`src/rtl/pfq_pkg.sv`:
```
// Package: shared state encoding for the prefetch queue.
// Assumes the local cache reports a 2-bit ownership state.
package pfq_pkg;
    typedef enum logic [1:0] {
        ST_INVALID = 2'd0,
        ST_SHARED  = 2'd1,
        ST_EXCL    = 2'd2
    } cstate_e;
endpackage

```
`src/rtl/pfq_filter.sv`:
```
// Module: decides whether the local cache already satisfies a request.
// Assumes state codes from pfq_pkg; code 3 is treated like exclusive.
module pfq_filter (
    input  logic [1:0] held_state,
    input  logic       want_excl,
    output logic       covered
);
    import pfq_pkg::*;

    // Compare held ownership against the requested strength
    always_comb begin
        if (want_excl) begin
            covered = (held_state >= ST_EXCL);
        end else begin
            covered = (held_state != ST_INVALID);
        end
    end
endmodule

```
`src/rtl/pfq_slots.sv`:
```
// Module: storage for outstanding entries with address match, retire and
// free-slot selection. Assumes at most one allocation per cycle and that
// allocation takes priority over retire on the same slot.
module pfq_slots #(
    parameter int DEPTH = 4,
    parameter int AW    = 25,
    parameter int IW    = 2
) (
    input  logic                      clk,
    input  logic                      rst_n,
    input  logic [AW-1:0]             cmp_addr,
    input  logic                      rsp_valid,
    input  logic [AW-1:0]             rsp_addr,
    input  logic                      alloc_en,
    input  logic [AW-1:0]             alloc_addr,
    input  logic                      alloc_excl,
    input  logic                      upg_en,
    input  logic [IW-1:0]             upg_idx,
    input  logic                      mark_en,
    input  logic [IW-1:0]             mark_idx,
    output logic [DEPTH-1:0]          slot_valid,
    output logic [DEPTH-1:0]          slot_issued,
    output logic [DEPTH-1:0]          slot_excl,
    output logic [DEPTH-1:0][AW-1:0]  slot_addr,
    output logic [DEPTH-1:0]          hit_vec,
    output logic                      rsp_hit,
    output logic                      any_free,
    output logic [IW-1:0]             alloc_idx
);
    logic [DEPTH-1:0] retire_vec;
    logic [DEPTH-1:0] free_vec;

    for (genvar g = 0; g < DEPTH; g++) begin : g_slot
        // Match logic for one slot: response retire and request lookup
        always_comb begin
            retire_vec[g] = rsp_valid && slot_valid[g] && slot_issued[g]
                            && (slot_addr[g] == rsp_addr);
            hit_vec[g]    = slot_valid[g] && !retire_vec[g]
                            && (slot_addr[g] == cmp_addr);
            free_vec[g]   = !slot_valid[g] || retire_vec[g];
        end

        // State update for one slot
        always_ff @(posedge clk) begin
            if (!rst_n) begin
                slot_valid[g]  <= 1'b0;
                slot_issued[g] <= 1'b0;
                slot_excl[g]   <= 1'b0;
                slot_addr[g]   <= '0;
            end else if (alloc_en && (alloc_idx == IW'(g))) begin
                slot_valid[g]  <= 1'b1;
                slot_issued[g] <= 1'b0;
                slot_excl[g]   <= alloc_excl;
                slot_addr[g]   <= alloc_addr;
            end else begin
                if (retire_vec[g]) begin
                    slot_valid[g] <= 1'b0;
                end
                if (upg_en && (upg_idx == IW'(g))) begin
                    slot_excl[g] <= 1'b1;
                end
                if (mark_en && (mark_idx == IW'(g))) begin
                    slot_issued[g] <= 1'b1;
                end
            end
        end
    end

    // Lowest free slot and summary flags
    always_comb begin
        alloc_idx = '0;
        for (int i = DEPTH - 1; i >= 0; i--) begin
            if (free_vec[i]) begin
                alloc_idx = IW'(i);
            end
        end
        any_free = |free_vec;
        rsp_hit  = |retire_vec;
    end
endmodule

```
`src/rtl/pfq_order.sv`:
```
// Module: circular list of slot indices giving ring issue order.
// Assumes the producer never pushes when DEPTH indices are already held.
module pfq_order #(
    parameter int DEPTH = 4,
    parameter int IW    = 2,
    parameter int CW    = 3
) (
    input  logic          clk,
    input  logic          rst_n,
    input  logic          push,
    input  logic [IW-1:0] push_idx,
    input  logic          pop,
    output logic [IW-1:0] head_idx,
    output logic          nonempty,
    output logic [CW-1:0] count
);
    logic [IW-1:0] mem [DEPTH];
    logic [IW-1:0] rd_ptr;
    logic [IW-1:0] wr_ptr;

    function automatic logic [IW-1:0] nxt(input logic [IW-1:0] p);
        return (p == IW'(DEPTH - 1)) ? '0 : p + 1'b1;
    endfunction

    // Pointer, count and storage update
    always_ff @(posedge clk) begin
        if (!rst_n) begin
            rd_ptr <= '0;
            wr_ptr <= '0;
            count  <= '0;
            for (int i = 0; i < DEPTH; i++) begin
                mem[i] <= '0;
            end
        end else begin
            if (push) begin
                mem[wr_ptr] <= push_idx;
                wr_ptr      <= nxt(wr_ptr);
            end
            if (pop) begin
                rd_ptr <= nxt(rd_ptr);
            end
            count <= count + CW'(push) - CW'(pop);
        end
    end

    // Head view for the ring port
    always_comb begin
        head_idx = mem[rd_ptr];
        nonempty = (count != '0);
    end
endmodule

```
`src/rtl/pf_outstanding_queue.sv`:
```
// Module: outstanding prefetch queue. It filters requests against the
// local-cache state, merges same-unit requests, issues new entries in
// arrival order and retires entries on matching responses. When the queue
// is full it drops or parks a request, chosen per request. Assumes the
// cache lookup answers in the same cycle and that a response never arrives
// in the cycle its request is issued.
module pf_outstanding_queue #(
    parameter int DEPTH = 4,
    parameter int AW    = 25
) (
    input  logic          clk,
    input  logic          rst_n,
    input  logic          req_valid,
    input  logic [AW-1:0] req_addr,
    input  logic          req_excl,
    input  logic          req_block,
    output logic [AW-1:0] lk_addr,
    input  logic [1:0]    lk_state,
    input  logic          cpu_access,
    output logic          stall,
    output logic          ring_valid,
    input  logic          ring_ready,
    output logic [AW-1:0] ring_addr,
    output logic          ring_excl,
    input  logic          rsp_valid,
    input  logic [AW-1:0] rsp_addr,
    output logic          rsp_err
);
    localparam int IW = (DEPTH > 1) ? $clog2(DEPTH) : 1;
    localparam int CW = $clog2(DEPTH + 1);

    logic [DEPTH-1:0]         slot_valid;
    logic [DEPTH-1:0]         slot_issued;
    logic [DEPTH-1:0]         slot_excl;
    logic [DEPTH-1:0][AW-1:0] slot_addr;
    logic [DEPTH-1:0]         hit_vec;
    logic                     rsp_hit;
    logic                     any_free;
    logic [IW-1:0]            alloc_idx;
    logic [IW-1:0]            head_idx;
    logic [CW-1:0]            fifo_cnt;
    logic                     covered;

    logic                     blk_pend;
    logic [AW-1:0]            pend_addr;
    logic                     pend_excl;
    logic                     stall_q;
    logic                     err_q;

    logic          acc, hit_any, hit_issued, merge, upg_en, new_ok, park, pend_go;
    logic          alloc_en, alloc_excl, pop;
    logic [AW-1:0] alloc_addr;
    logic [IW-1:0] hit_idx;

    pfq_filter u_filter (
        .held_state (lk_state),
        .want_excl  (req_excl),
        .covered    (covered)
    );

    pfq_slots #(.DEPTH(DEPTH), .AW(AW), .IW(IW)) u_slots (
        .clk         (clk),
        .rst_n       (rst_n),
        .cmp_addr    (req_addr),
        .rsp_valid   (rsp_valid),
        .rsp_addr    (rsp_addr),
        .alloc_en    (alloc_en),
        .alloc_addr  (alloc_addr),
        .alloc_excl  (alloc_excl),
        .upg_en      (upg_en),
        .upg_idx     (hit_idx),
        .mark_en     (pop),
        .mark_idx    (head_idx),
        .slot_valid  (slot_valid),
        .slot_issued (slot_issued),
        .slot_excl   (slot_excl),
        .slot_addr   (slot_addr),
        .hit_vec     (hit_vec),
        .rsp_hit     (rsp_hit),
        .any_free    (any_free),
        .alloc_idx   (alloc_idx)
    );

    pfq_order #(.DEPTH(DEPTH), .IW(IW), .CW(CW)) u_order (
        .clk      (clk),
        .rst_n    (rst_n),
        .push     (alloc_en),
        .push_idx (alloc_idx),
        .pop      (pop),
        .head_idx (head_idx),
        .nonempty (ring_valid),
        .count    (fifo_cnt)
    );

    // Encode the matching slot index
    always_comb begin
        hit_idx = '0;
        for (int i = 0; i < DEPTH; i++) begin
            if (hit_vec[i]) begin
                hit_idx = IW'(i);
            end
        end
    end

    // Request disposition: filter, merge, allocate, park or drop
    always_comb begin
        pop        = ring_valid && ring_ready;
        acc        = req_valid && !blk_pend;
        hit_any    = |hit_vec;
        hit_issued = |(hit_vec & slot_issued) || (pop && hit_vec[head_idx]);
        merge      = acc && !covered && hit_any;
        upg_en     = merge && req_excl && !hit_issued;
        new_ok     = acc && !covered && !hit_any && any_free;
        park       = acc && !covered && !hit_any && !any_free && req_block;
        pend_go    = blk_pend && any_free;
        alloc_en   = new_ok || pend_go;
        alloc_addr = blk_pend ? pend_addr : req_addr;
        alloc_excl = blk_pend ? pend_excl : req_excl;
    end

    // Parked blocking request and stall hold
    always_ff @(posedge clk) begin
        if (!rst_n) begin
            blk_pend  <= 1'b0;
            pend_addr <= '0;
            pend_excl <= 1'b0;
            stall_q   <= 1'b0;
        end else begin
            if (park) begin
                blk_pend  <= 1'b1;
                pend_addr <= req_addr;
                pend_excl <= req_excl;
            end else if (pend_go) begin
                blk_pend <= 1'b0;
            end
            if (!blk_pend || pend_go) begin
                stall_q <= 1'b0;
            end else if (cpu_access) begin
                stall_q <= 1'b1;
            end
        end
    end

    // Sticky flag for responses that match nothing
    always_ff @(posedge clk) begin
        if (!rst_n) begin
            err_q <= 1'b0;
        end else if (rsp_valid && !rsp_hit) begin
            err_q <= 1'b1;
        end
    end

    // Output drive
    always_comb begin
        lk_addr   = req_addr;
        stall     = blk_pend && !any_free && (cpu_access || stall_q);
        ring_addr = slot_addr[head_idx];
        ring_excl = slot_excl[head_idx];
        rsp_err   = err_q;
    end
endmodule

```
`config.mk`:
```
export PLATFORM = sky130hd
export DESIGN_NAME = pf_outstanding_queue
export DESIGN_NICKNAME = d
export VERILOG_FILES = /design/src/rtl/pfq_pkg.sv /design/src/rtl/pfq_filter.sv /design/src/rtl/pfq_slots.sv /design/src/rtl/pfq_order.sv /design/src/rtl/pf_outstanding_queue.sv
export SDC_FILE = /design/constraint.sdc
export NUM_CORES = 1
export LEC_CHECK = 0
export BUFFER_PORTS_ARGS = -buffer_cell sky130_fd_sc_hd__buf_2
export CAP_MARGIN = 15
export CORE_MARGIN = 2
export CORE_UTILIZATION = 30
export CTS_CLUSTER_DIAMETER = 100
export DETAILED_ROUTE_END_ITERATION = 8
export PLACE_DENSITY = 0.49
export SETUP_SLACK_MARGIN = 0.05
export SYNTH_ARGS = -nofsm -noshare
export SYNTH_HDL_FRONTEND = slang
export SYNTH_HIERARCHICAL = 1
export SYNTH_SLANG_ARGS = --single-unit
```
`constraint.sdc`:
```
create_clock -name clk -period 3.75 [get_ports clk]
set_input_delay 0.1875 -clock clk [delete_from_list [all_inputs] [get_ports clk]]
set_output_delay 0.1875 -clock clk [all_outputs]
set_load 0.02 [all_outputs]
```
==> results of run 1 <==
==> worst max-delay path, cell delays in order, from the launching register on <==
cell,delay (ps)
dfxtp_1,320
xor2_1,240
nor4_1,450
nand3_1,240
o21ai_2,210
nor3_1,100
or4_4,540
and2b_1,200
o21a_1,180
o2111ai_1,170
or3_1,410
buf_12,200
mux2i_1,180
==> registers in the layout (all words and copies together) (netlist names), named ones only <==
signal / count
stall_q: 1
u_slots/slot_valid: 4
u_order/wr_ptr: 2
u_slots/slot_issued: 4
u_order/count: 3
pend_excl: 1
rsp_err: 1
blk_pend: 1
u_order/rd_ptr: 2
u_slots/slot_addr: 100
u_slots/slot_excl: 4
pend_addr: 25
u_order/mem: 8
==> final cells by class <==
cell class              count  share of cell area
inverters                   8            0.002618
clock inverters            11             0.01560
well taps                 402             0.04385
repair buffers            158             0.08802
multi-input cells         743              0.5236
flip-flops and latches    158              0.2844
clock buffers              21             0.04199
==> power groups by stage <==
stage / logic (µW) / clock network (µW) / registers (µW)
6_report: 852 / 1980 / 1800
5_1_grt: 917 / 2080 / 1810
4_1_cts: 849 / 2020 / 1800
3_3_place_gp: 847 / 0 / 1840
3_5_place_dp: 845 / 0 / 1840
2_1_floorplan: 562 / 0 / 1820
==> Yosys cell counts (2+ instances only) <==
cell type	n
a21oi_1	3
inv_1	8
nor4_1	28
buf_2	10
a31oi_1	2
buf_6	7
and2_1	3
nor2b_1	27
or3b_1	3
nand2_1	163
mux2_2	26
nor3b_1	4
buf_4	30
clkbuf_1	35
nor3_1	13
o211a_1	2
a21o_1	2
and3_1	4
ha_1	4
nand3_1	15
o21ai_2	2
nand3b_1	2
o21ai_0	4
xor2_1	132
mux4_2	28
or4_4	2
buf_1	2
dfxtp_1	150
nand2b_1	2
or3_1	2
xnor2_1	68
nor2_1	20
o21a_1	9
or4_1	4
mux2i_1	131
nand4_1	21
edfxtp_1	8
a21boi_1	2
==> through the flow <==
stage	instance area, µm²	std cells	hold WS, ps	util	total power (µW)
floorplan	9694	995	329.6	-	2384
global placement	10710	1469	439.8	0.3376	2684
detailed placement	10710	1469	445.7	0.3376	2681
CTS	11370	1501	51.69	0.3584	4669
global route	11470	1501	76.71	0.3617	4804
finish	11470	1501	72.02	0.3617	4633
==> layer usage <==
metal | global-route usage | routed length, µm | part of all wire
met1 | 0.2738 | 15400 | 0.47
met2 | 0.3073 | 14870 | 0.45
met3 | 0.03229 | 1760 | 0.053
met4 | 0.08128 | 1061 | 0.032
met5 | 0 | 12 | 0.00036
==> path summary, 6_finish.rpt <==
kind,start,endpoint,slack (ps),cells after the start
worst max-delay path,u_slots/slot_addr[20]$_SDFFE_PN0P_,u_slots/slot_addr[85]$_SDFFE_PN0P_,200,12
worst min-delay path,req_excl,pend_excl$_SDFFE_PN0P_,70,3
worst max register to register,u_slots/slot_addr[20]$_SDFFE_PN0P_,u_slots/slot_addr[85]$_SDFFE_PN0P_,200,12
worst min register to register,pend_addr[24]$_SDFFE_PN0P_,pend_addr[24]$_SDFFE_PN0P_,450,2
==> cells by family (layout without fill, tap and decap cells) <==
kind of cell	count (synthesis)	after routing
simple gates	316	316
xor+xnor	201	201
compound gates	35	35
mux	186	186
flops	158	158
buf+inv	94	198
fa+ha+maj	5	5
==> cell usage in the layout (no fill, tap or decap), types with 9 or more instances in the layout <==
cell type and count:
nand2_1 163, dfxtp_1 135, xor2_1 132, mux2i_1 131
buf_2 112, xnor2_1 59, buf_4 37, mux4_2 28
nor2b_1 27, nor4_1 27, mux2_2 26, nand4_1 21
nor2_1 20, clkbuf_16 18, dfxtp_2 15, nand3_1 14
nor3_1 12, o21a_1 9, xnor2_2 9
==> impl_metrics.env, run 1 <==
export IMPL_regArea_um2=3262
export IMPL_ir_drop_uv=316.1
export IMPL_synthesis_nets=1060
export IMPL_synth_enable_flop_cells=8
export IMPL_setup_viol=0
export IMPL_drt_iter0_markers=508
export IMPL_async_reset_ff_frac=0
export IMPL_drc=0
export IMPL_core_area_um2=31720
export IMPL_clock_latency_ps=440
export IMPL_synth_cell_types=55
export IMPL_switching_share=0.2903
export IMPL_hold_buffers=0
export IMPL_seq_power_share=0.389
export IMPL_maxCapViolCount=0
export IMPL_synthesis_area_um2=9694
export IMPL_synth_compound_area_frac=0.02749
export IMPL_rsz0062_at_grt="false"
export IMPL_critPathCaptureType="register"
export IMPL_drive_above_1_share=0.2584
export IMPL_intPower_uw=3289
export IMPL_viasPerCell=5.075
export IMPL_grt_pass1_wl_mm=48.68
export IMPL_fp_dieArea_um2=33770
export IMPL_die_w_um=183.8
export IMPL_worst_endpoint_arrival_ps=3910
export IMPL_ant_nets=0
export IMPL_postSynthAreaPerCell_um2=9.743
export IMPL_yosys_register_bits=158
export IMPL_die_h_um=183.8
export IMPL_synth_warning_count=6
export IMPL_fin_crit_sh=0.9472
export IMPL_synth_main_ff_cell="dfxtp_1"
export IMPL_htreeDepth=4
export IMPL_synth_xor_area_share=0.1830
export IMPL_synth_top_area_frac=0.3098
export IMPL_synth_top_family_by_area="multiplexers"
export IMPL_numCtsBuffers=17
export IMPL_nets=1151
export IMPL_p_comb_frac=0.184
export IMPL_initial_core_util=0.3056
export IMPL_cp_start_kind="register"
export IMPL_final_hold_viol_count=0
export IMPL_power_net_switching_uw=1345
export IMPL_fin_skew_ps=15.03
export IMPL_ys_seq_area_frac=0.3345
export IMPL_layout_setup_ws_ps=198.0
export IMPL_first_global_vias=7484
export IMPL_power_frac_clock=0.427
export IMPL_min_period_ps=3552
export IMPL_slew_headroom=0.5326
export IMPL_min_path_type="primary input to register"
export IMPL_netlist_instances=995
export IMPL_cts_sink_count=158
export IMPL_postCtsSetupBuffers=0
export IMPL_antenna_found_initial=1
export IMPL_diodes=0
export IMPL_vias=7617
export IMPL_synthMuxAreaShare=0.2332
export IMPL_fill_cells=3236
export IMPL_place_gp_congestion=1.013
export IMPL_path_class="register to register"
export IMPL_cts_buffer_depth=2
export IMPL_power_density_nw_per_um2=403.9
export IMPL_grt_ovfl_total=0
export IMPL_postCtsResizedCells=0
export IMPL_synth_largest_area_cell="dfxtp_1"
export IMPL_dp_hpwl_mm=24.68
export IMPL_wl_per_cell_um=22.06
export IMPL_cp_required_ps=4100
export IMPL_drtPass1Iterations=7
export IMPL_areaGrowthSynthToFinish_pct=18.33
export IMPL_wl_mm=33.11
export IMPL_root_buffer="clkbuf_16"
export IMPL_finalSetupTns_ps=0
export IMPL_cts_tree="done"
export IMPL_multiInputGateArea_um2=6006
export IMPL_grt_max_degree=99
export IMPL_synth_simple_area_share=0.1569
export IMPL_synth_area_top_cells="dfxtp_1 31%, mux2i_1 14%, xor2_1 12%"
export IMPL_clkTransAtPathRegs_ps=70
export IMPL_io_pins=114
export IMPL_fmax_ghz=0.2815
export IMPL_crit_path_max_fanout=14
export IMPL_io_buffer_count=113
export IMPL_slew_viol_final=0
export IMPL_p_leak_uw=0.004961
export IMPL_track_usage=0.1983
export IMPL_rows=65
export IMPL_synthAdderAreaFrac=0.007228
export IMPL_preCtsSetupSlack_ps=135.5
export IMPL_run_status="completed"
export IMPL_tightest_slew_ps=694.7
(Power assumes the default switching activity.)
==> inputs of run 2 (changes only) <==
==> constraint.sdc (replaced) <==
create_clock -name clk -period 3.46 [get_ports clk]
set_input_delay 0.173 -clock clk [delete_from_list [all_inputs] [get_ports clk]]
set_output_delay 0.173 -clock clk [all_outputs]
set_load 0.02 [all_outputs]
==> run 2 against run 1 <==
Effect of this change:
- final cell count rose by 7.9%
- count of clock-buffer cells in the layout down 4
- non-clock buffer count increased by 119
- core utilization grew 2.9 points
- combinational power rose by 19%
- highest routed layer unchanged
- setup slack worse by 150 ps
==> impl_metrics.env, run 2 (synthesis gave the netlist of run 1 again) <==
export IMPL_finalSetupTns_ps=0
export IMPL_hp_start="req_excl"
export IMPL_final_cell_count_no_fill=1620
export IMPL_tightest_slew_ps=716.0
export IMPL_reg2reg_depth=13
export IMPL_die_w_um=183.8
export IMPL_track_usage=0.2107
export IMPL_clkTransAtPathRegs_ps=60
export IMPL_root_buffer="clkbuf_16"
export IMPL_top_regs="u_slots/slot_addr: 100 flops, pend_addr: 25 flops, u_order/mem: 8 flops"
export IMPL_drive_above_1_share=0.3300
export IMPL_critPathCaptureType="register"
export IMPL_cp_start_kind="register"
export IMPL_r2r_slack_ps=50
export IMPL_p_leak_uw=0.005578
export IMPL_htreeDepth=4
export IMPL_cts_sink_count=158
export IMPL_ir_drop_uv=340.3
export IMPL_largest_reg_flops=100
export IMPL_areaGrowthSynthToFinish_pct=27.93
export IMPL_reg2reg_from="u_slots/slot_addr[16]$_SDFFE_PN0P_"
export IMPL_fp_dieArea_um2=33770
export IMPL_grt_max_degree=93
export IMPL_die_h_um=183.8
export IMPL_mostFrequentLayoutCell="nand2_1"
export IMPL_power_density_nw_per_um2=402.3
export IMPL_clock_latency_ps=430
export IMPL_maxCapViolCount=0
export IMPL_rsz0062_at_grt="true"
export IMPL_ant_nets=0
export IMPL_grt_ovfl_total=0
export IMPL_final_hold_viol_count=0
export IMPL_min_period_ps=3407
export IMPL_place_gp_congestion=0.9764
export IMPL_hold_buffers=0
export IMPL_regMostFlops="u_slots/slot_addr"
export IMPL_antenna_found_initial=3
export IMPL_path_class="register to register"
export IMPL_dp_hpwl_mm=27.10
export IMPL_wl_mm=35.08
export IMPL_cp_required_ps=3770
export IMPL_worst_endpoint_arrival_ps=3720
export IMPL_hold_path_depth=3
export IMPL_drt_iter0_markers=661
export IMPL_grt_pass1_wl_mm=51.51
export IMPL_vias=8083
export IMPL_io_buffer_count=113
export IMPL_drtPass1Iterations=5
export IMPL_first_global_vias=7936
export IMPL_wl_per_cell_um=21.65
export IMPL_numCtsBuffers=17
export IMPL_io_pins=114
export IMPL_diodes=0
export IMPL_cts_tree="done"
export IMPL_place_area_um2=11580
export IMPL_cts_buffer_depth=2
export IMPL_slew_headroom=0.5227
export IMPL_timing_hold_ws_ps=55.91
export IMPL_rows=65
export IMPL_run_status="completed"
export IMPL_fin_skew_ps=7.316
export IMPL_final_cell_area_um2=12400
export IMPL_initial_core_util=0.3056
export IMPL_slew_viol_final=0
export IMPL_fin_crit_sh=0.9848
export IMPL_fmax_ghz=0.2935
export IMPL_core_area_um2=31720
export IMPL_setup_viol=0
export IMPL_place_inst=1586
export IMPL_power_uw=4989
export IMPL_viasPerCell=4.990
export IMPL_crit_path_max_fanout=11
export IMPL_drc=0
export IMPL_holdPathEnd="pend_excl$_SDFFE_PN0P_"
export IMPL_final_cell_mix="163 x nand2_1, 154 x buf_4, 143 x dfxtp_1, 132 x xor2_1, 130 x mux2i_1"
export IMPL_timing_rr_end="u_slots/slot_excl[3]$_SDFFE_PN0P_"
export IMPL_nets=1270
export IMPL_min_path_type="primary input to register"
[run 2: layer usage]
metal  track usage  vias to the layer above  share of wire
li1              -                     3819              -
met1        0.2964                     3937           0.47
met2        0.3265                      273           0.44
met3       0.03427                       50          0.056
met4       0.07232                        4          0.027
met5             0                        -        0.00060
[run 2: worst max path at each step]
stage                     cells after the start  slack (ps)                            endpoint                          startpoint
final                                        13          50   u_slots/slot_excl[3]$_SDFFE_PN0P_  u_slots/slot_addr[16]$_SDFFE_PN0P_
after detailed placement                     12        -100  u_slots/slot_addr[90]$_SDFFE_PN0P_  u_slots/slot_addr[23]$_SDFFE_PN0P_
after CTS                                    12          40   u_slots/slot_excl[3]$_SDFFE_PN0P_  u_slots/slot_addr[85]$_SDFFE_PN0P_
after global placement                       12         -90  u_slots/slot_addr[92]$_SDFFE_PN0P_  u_slots/slot_addr[23]$_SDFFE_PN0P_
after global routing                         13         -40   u_slots/slot_excl[2]$_SDFFE_PN0P_  u_slots/slot_addr[16]$_SDFFE_PN0P_
after floorplan                              13          70  u_slots/slot_addr[58]$_SDFFE_PN0P_  u_slots/slot_addr[15]$_SDFFE_PN0P_
[run 2: report_power, final]
| group | internal, µW | total [µW] | switching (µW) |
|---|---|---|---|
| registers | 1890 | 1940 | 47.6 |
| clock network | 1210 | 2040 | 834 |
| logic | 422 | 1010 | 585 |
[run 2: final cells by class]
class                   count  area, µm²
clock buffers              17      425.4
clock inverters            15      193.9
fillers                  3190      19320
inverters                   8      30.03
multi-input cells         743       6073
flip-flops and latches    158       3252
well taps                 402      503.0
repair buffers            277       1924
[run 2: critical path: stages, from the launching register on]
cell	delay [ps]
dfxtp_2	320
xnor2_1	150
buf_4	140
nand4_1	70
or4_4	580
o21ai_4	200
nor3_4	50
or4_4	540
and2b_1	220
o21a_4	160
o2111ai_4	140
or3_4	380
buf_12	170
mux2i_2	150
[run 2: per-stage QoR]
stage / utilization / setup WS [ps]
after floorplan: - / 70.18
after global placement: 0.3650 / -87.97
after detailed placement: 0.3650 / -97.20
after CTS: 0.3871 / 43.32
after global routing: 0.3910 / -44.99
final: 0.3910 / 52.58
[run 2: repair_timing]
action,4_1_cts,5_1_grt
pin swaps,11,15
endpoints found under the hold margin,0,0
setup endpoints to repair,62,64
gates resized for setup,17,18
cloned,0,1
setup buffers,0,1
==> inputs of run 3 (changes only) <==
==> constraint.sdc (replaced) <==
create_clock -name clk -period 3.46 [get_ports clk]
set_input_delay 0.865 -clock clk [delete_from_list [all_inputs] [get_ports clk]]
set_output_delay 0.865 -clock clk [all_outputs]
set_load 0.02 [all_outputs]
==> run 3 against run 2 <==
Effect of this change:
- the flow now finishes with violations (negative setup slack)
- critical endpoint is now u_slots/slot_addr[87]$_SDFFE_PN0P_
- global-route usage rose by 0.86 points
- final area is 8.4% higher
- clock power down 6%
- critical path type is now primary input to register
- final cell count is 3.3% higher
- register-to-register slack got worse by 100 ps
- die area unchanged
- non-clock buffer count is 53 higher
- setup slack worse by 260 ps
- routed wire length increased by 4.7%
- fmax decreased by 7.1%
- sequential share of layout area is 2.1 points lower
- clock skew rose by 2.9 ps
==> impl_metrics.env, run 3 (synthesis gave the netlist of run 1 again) <==
export IMPL_timing_critical_path_mode_cell="or4_4"
export IMPL_r2r_slack_ps=-50
export IMPL_path_class="primary input to register"
export IMPL_final_cell_count_no_fill=1673
export IMPL_cts_buffer_depth=2
export IMPL_reg2reg_depth=12
export IMPL_run_status="finished with violations"
export IMPL_core_area_um2=31720
export IMPL_io_buffer_count=113
export IMPL_crit_cells=13
export IMPL_switching_share=0.3030
export IMPL_antenna_found_initial=1
export IMPL_rsz0062_at_grt="true"
export IMPL_regArea_um2=3243
export IMPL_drtPass1Iterations=5
export IMPL_failed_checks="negative setup slack"
export IMPL_cts_tree="done"
export IMPL_path_buf_inv=2
export IMPL_track_usage=0.2193
export IMPL_clkTransAtPathRegs_ps=60
export IMPL_power_density_nw_per_um2=369.9
export IMPL_worst_endpoint_arrival_ps=3980
export IMPL_seq_power_share=0.392
export IMPL_areaGrowthSynthToFinish_pct=38.72
export IMPL_vias=8370
export IMPL_power_frac_clock=0.383
export IMPL_cp_cell_sequence="buf_2, xnor2_1, nand4_1, or4_4, o21ai_4, nor3_4, or4_4, and2b_1, o21a_2, o2111ai_4, or3_4, buf_12, mux2i_1"
export IMPL_largest_reg_flops=100
export IMPL_initial_core_util=0.3056
export IMPL_tightest_slew_ps=556.8
export IMPL_grt_pass1_wl_mm=53.43
export IMPL_fill_cells=3092
export IMPL_hold_path_depth=2
export IMPL_preCtsSetupSlack_ps=-873.5
export IMPL_critPathTopFamily="simple AND/OR/NAND/NOR gates"
export IMPL_fin_skew_ps=10.23
export IMPL_viasPerCell=5.003
export IMPL_fin_crit_sh=1.060
export IMPL_multiInputGateArea_um2=6479
export IMPL_cp_start_kind="primary input"
export IMPL_final_hold_viol_count=0
export IMPL_timing_hold_ws_ps=454.8
export IMPL_io_pins=114
export IMPL_grt_max_degree=86
export IMPL_die_h_um=183.8
export IMPL_critPathCaptureType="register"
export IMPL_slew_viol_final=0
export IMPL_crit_end="u_slots/slot_addr[87]$_SDFFE_PN0P_"
export IMPL_layout_setup_ws_ps=-205.9
export IMPL_place_inst=1618
export IMPL_fmax_ghz=0.2728
export IMPL_ir_drop_uv=336.1
export IMPL_intPower_uw=3467
export IMPL_min_path_type="register to register"
export IMPL_die_w_um=183.8
export IMPL_cpMaxStageDelayCell="or4_4"
export IMPL_htreeDepth=4
export IMPL_cpPeakStageDelay_ps=550
export IMPL_slew_headroom=0.6288
export IMPL_hold_buffers=0
export IMPL_cts_sink_count=158
export IMPL_grt_ovfl_total=0
export IMPL_clock_latency_ps=440
export IMPL_place_gp_congestion=0.9428
export IMPL_drc=0
export IMPL_ant_nets=0
export IMPL_cp_required_ps=3780
export IMPL_final_cell_mix="182 x buf_4, 159 x nand2_1, 150 x dfxtp_1, 132 x xor2_1, 131 x mux2i_1"
export IMPL_drt_iter0_markers=554
export IMPL_fp_dieArea_um2=33770
export IMPL_mostFrequentLayoutCell="buf_4"
export IMPL_wl_per_cell_um=21.96
export IMPL_p_leak_uw=0.006077
export IMPL_critPathLaunch="rsp_addr[4]"
export IMPL_crit_path_max_fanout=8
export IMPL_finalSetupTns_ps=-12200
export IMPL_p_comb_frac=0.225
export IMPL_setup_viol=103
export IMPL_maxCapViolCount=0
export IMPL_dp_hpwl_mm=26.91
export IMPL_drive_above_1_share=0.3918
export IMPL_first_global_vias=8396
export IMPL_top_regs="u_slots/slot_addr: 100 flops, pend_addr: 25 flops, u_order/mem: 8 flops"
export IMPL_diodes=0
export IMPL_wl_mm=36.74
export IMPL_regMostFlops="u_slots/slot_addr"
export IMPL_power_net_switching_uw=1507
export IMPL_min_period_ps=3666
export IMPL_reg2reg_from="u_slots/slot_addr[35]$_SDFFE_PN0P_"
export IMPL_nets=1323
export IMPL_timing_rr_end="u_slots/slot_addr[87]$_SDFFE_PN0P_"
export IMPL_numCtsBuffers=17
export IMPL_root_buffer="clkbuf_16"
export IMPL_rows=65
run 3: cell types whose count changed in the layout (fill, tap and decap cells not counted), moves of 12 or more:
cell	change
buf_4	+28
buf_12	+12
xnor2_2	+18
buf_6	+21
xnor2_1	-24
buf_2	-13
run 3: cell type report:
type / instances / share of cell area
clock inverters: 13 / 0.01033
flip-flops and latches: 158 / 0.2412
well taps: 402 / 0.03740
multi-input cells: 743 / 0.4818
inverters: 8 / 0.002233
clock buffers: 19 / 0.03219
repair buffers: 330 / 0.1949
run 3: worst min path at each step:
stage / start / to / slack, ps
6_report: pend_addr[23]$_SDFFE_PN0P_ / pend_addr[23]$_SDFFE_PN0P_ / 450
5_1_grt: pend_addr[7]$_SDFFE_PN0P_ / pend_addr[7]$_SDFFE_PN0P_ / 480
4_1_cts: pend_addr[23]$_SDFFE_PN0P_ / pend_addr[23]$_SDFFE_PN0P_ / 460
3_5_place_dp: pend_addr[23]$_SDFFE_PN0P_ / pend_addr[23]$_SDFFE_PN0P_ / 450
3_3_place_gp: pend_addr[14]$_SDFFE_PN0P_ / pend_addr[14]$_SDFFE_PN0P_ / 440
2_1_floorplan: pend_addr[0]$_SDFFE_PN0P_ / pend_addr[0]$_SDFFE_PN0P_ / 430
run 3: power by group through the flow:
stage | clock network [µW] | registers [µW] | logic [µW]
2_1_floorplan | 0 | 1980 | 623
3_3_place_gp | 0 | 1980 | 1030
3_5_place_dp | 0 | 1990 | 1030
4_1_cts | 1930 | 1950 | 1090
5_1_grt | 2000 | 1960 | 1200
6_report | 1910 | 1950 | 1120
run 3: what timing repair did:
item,in CTS,in global routing
pin swaps,29,33
setup buffers,17,6
endpoints found under the setup margin,159,144
gates resized for setup,75,60
cloned,6,0
run 3: metrics by stage:
stage	cell area, µm²	utilization	power [µW]
6_report	13450	0.4240	4974
4_1_cts	13250	0.4176	4965
2_1_floorplan	9878	-	2599
3_3_place_gp	11960	0.3771	3014
3_5_place_dp	11960	0.3771	3013
5_1_grt	13450	0.4240	5159
run 3: per-layer routing:
metal | global-route usage | up-vias | routed length, µm
met5 | 0 | - | 18
met4 | 0.07680 | 2 | 1302
met3 | 0.05289 | 63 | 2420
met2 | 0.3583 | 298 | 17100
met1 | 0.2822 | 4070 | 15900
li1 | - | 3937 | -
run 3: worst min-delay path: cells and delay by family, from the launching register on:
family,cells,cell delay (ps)
flip-flops,1,310
AND/OR/NAND/NOR,1,50
multiplexers,1,50
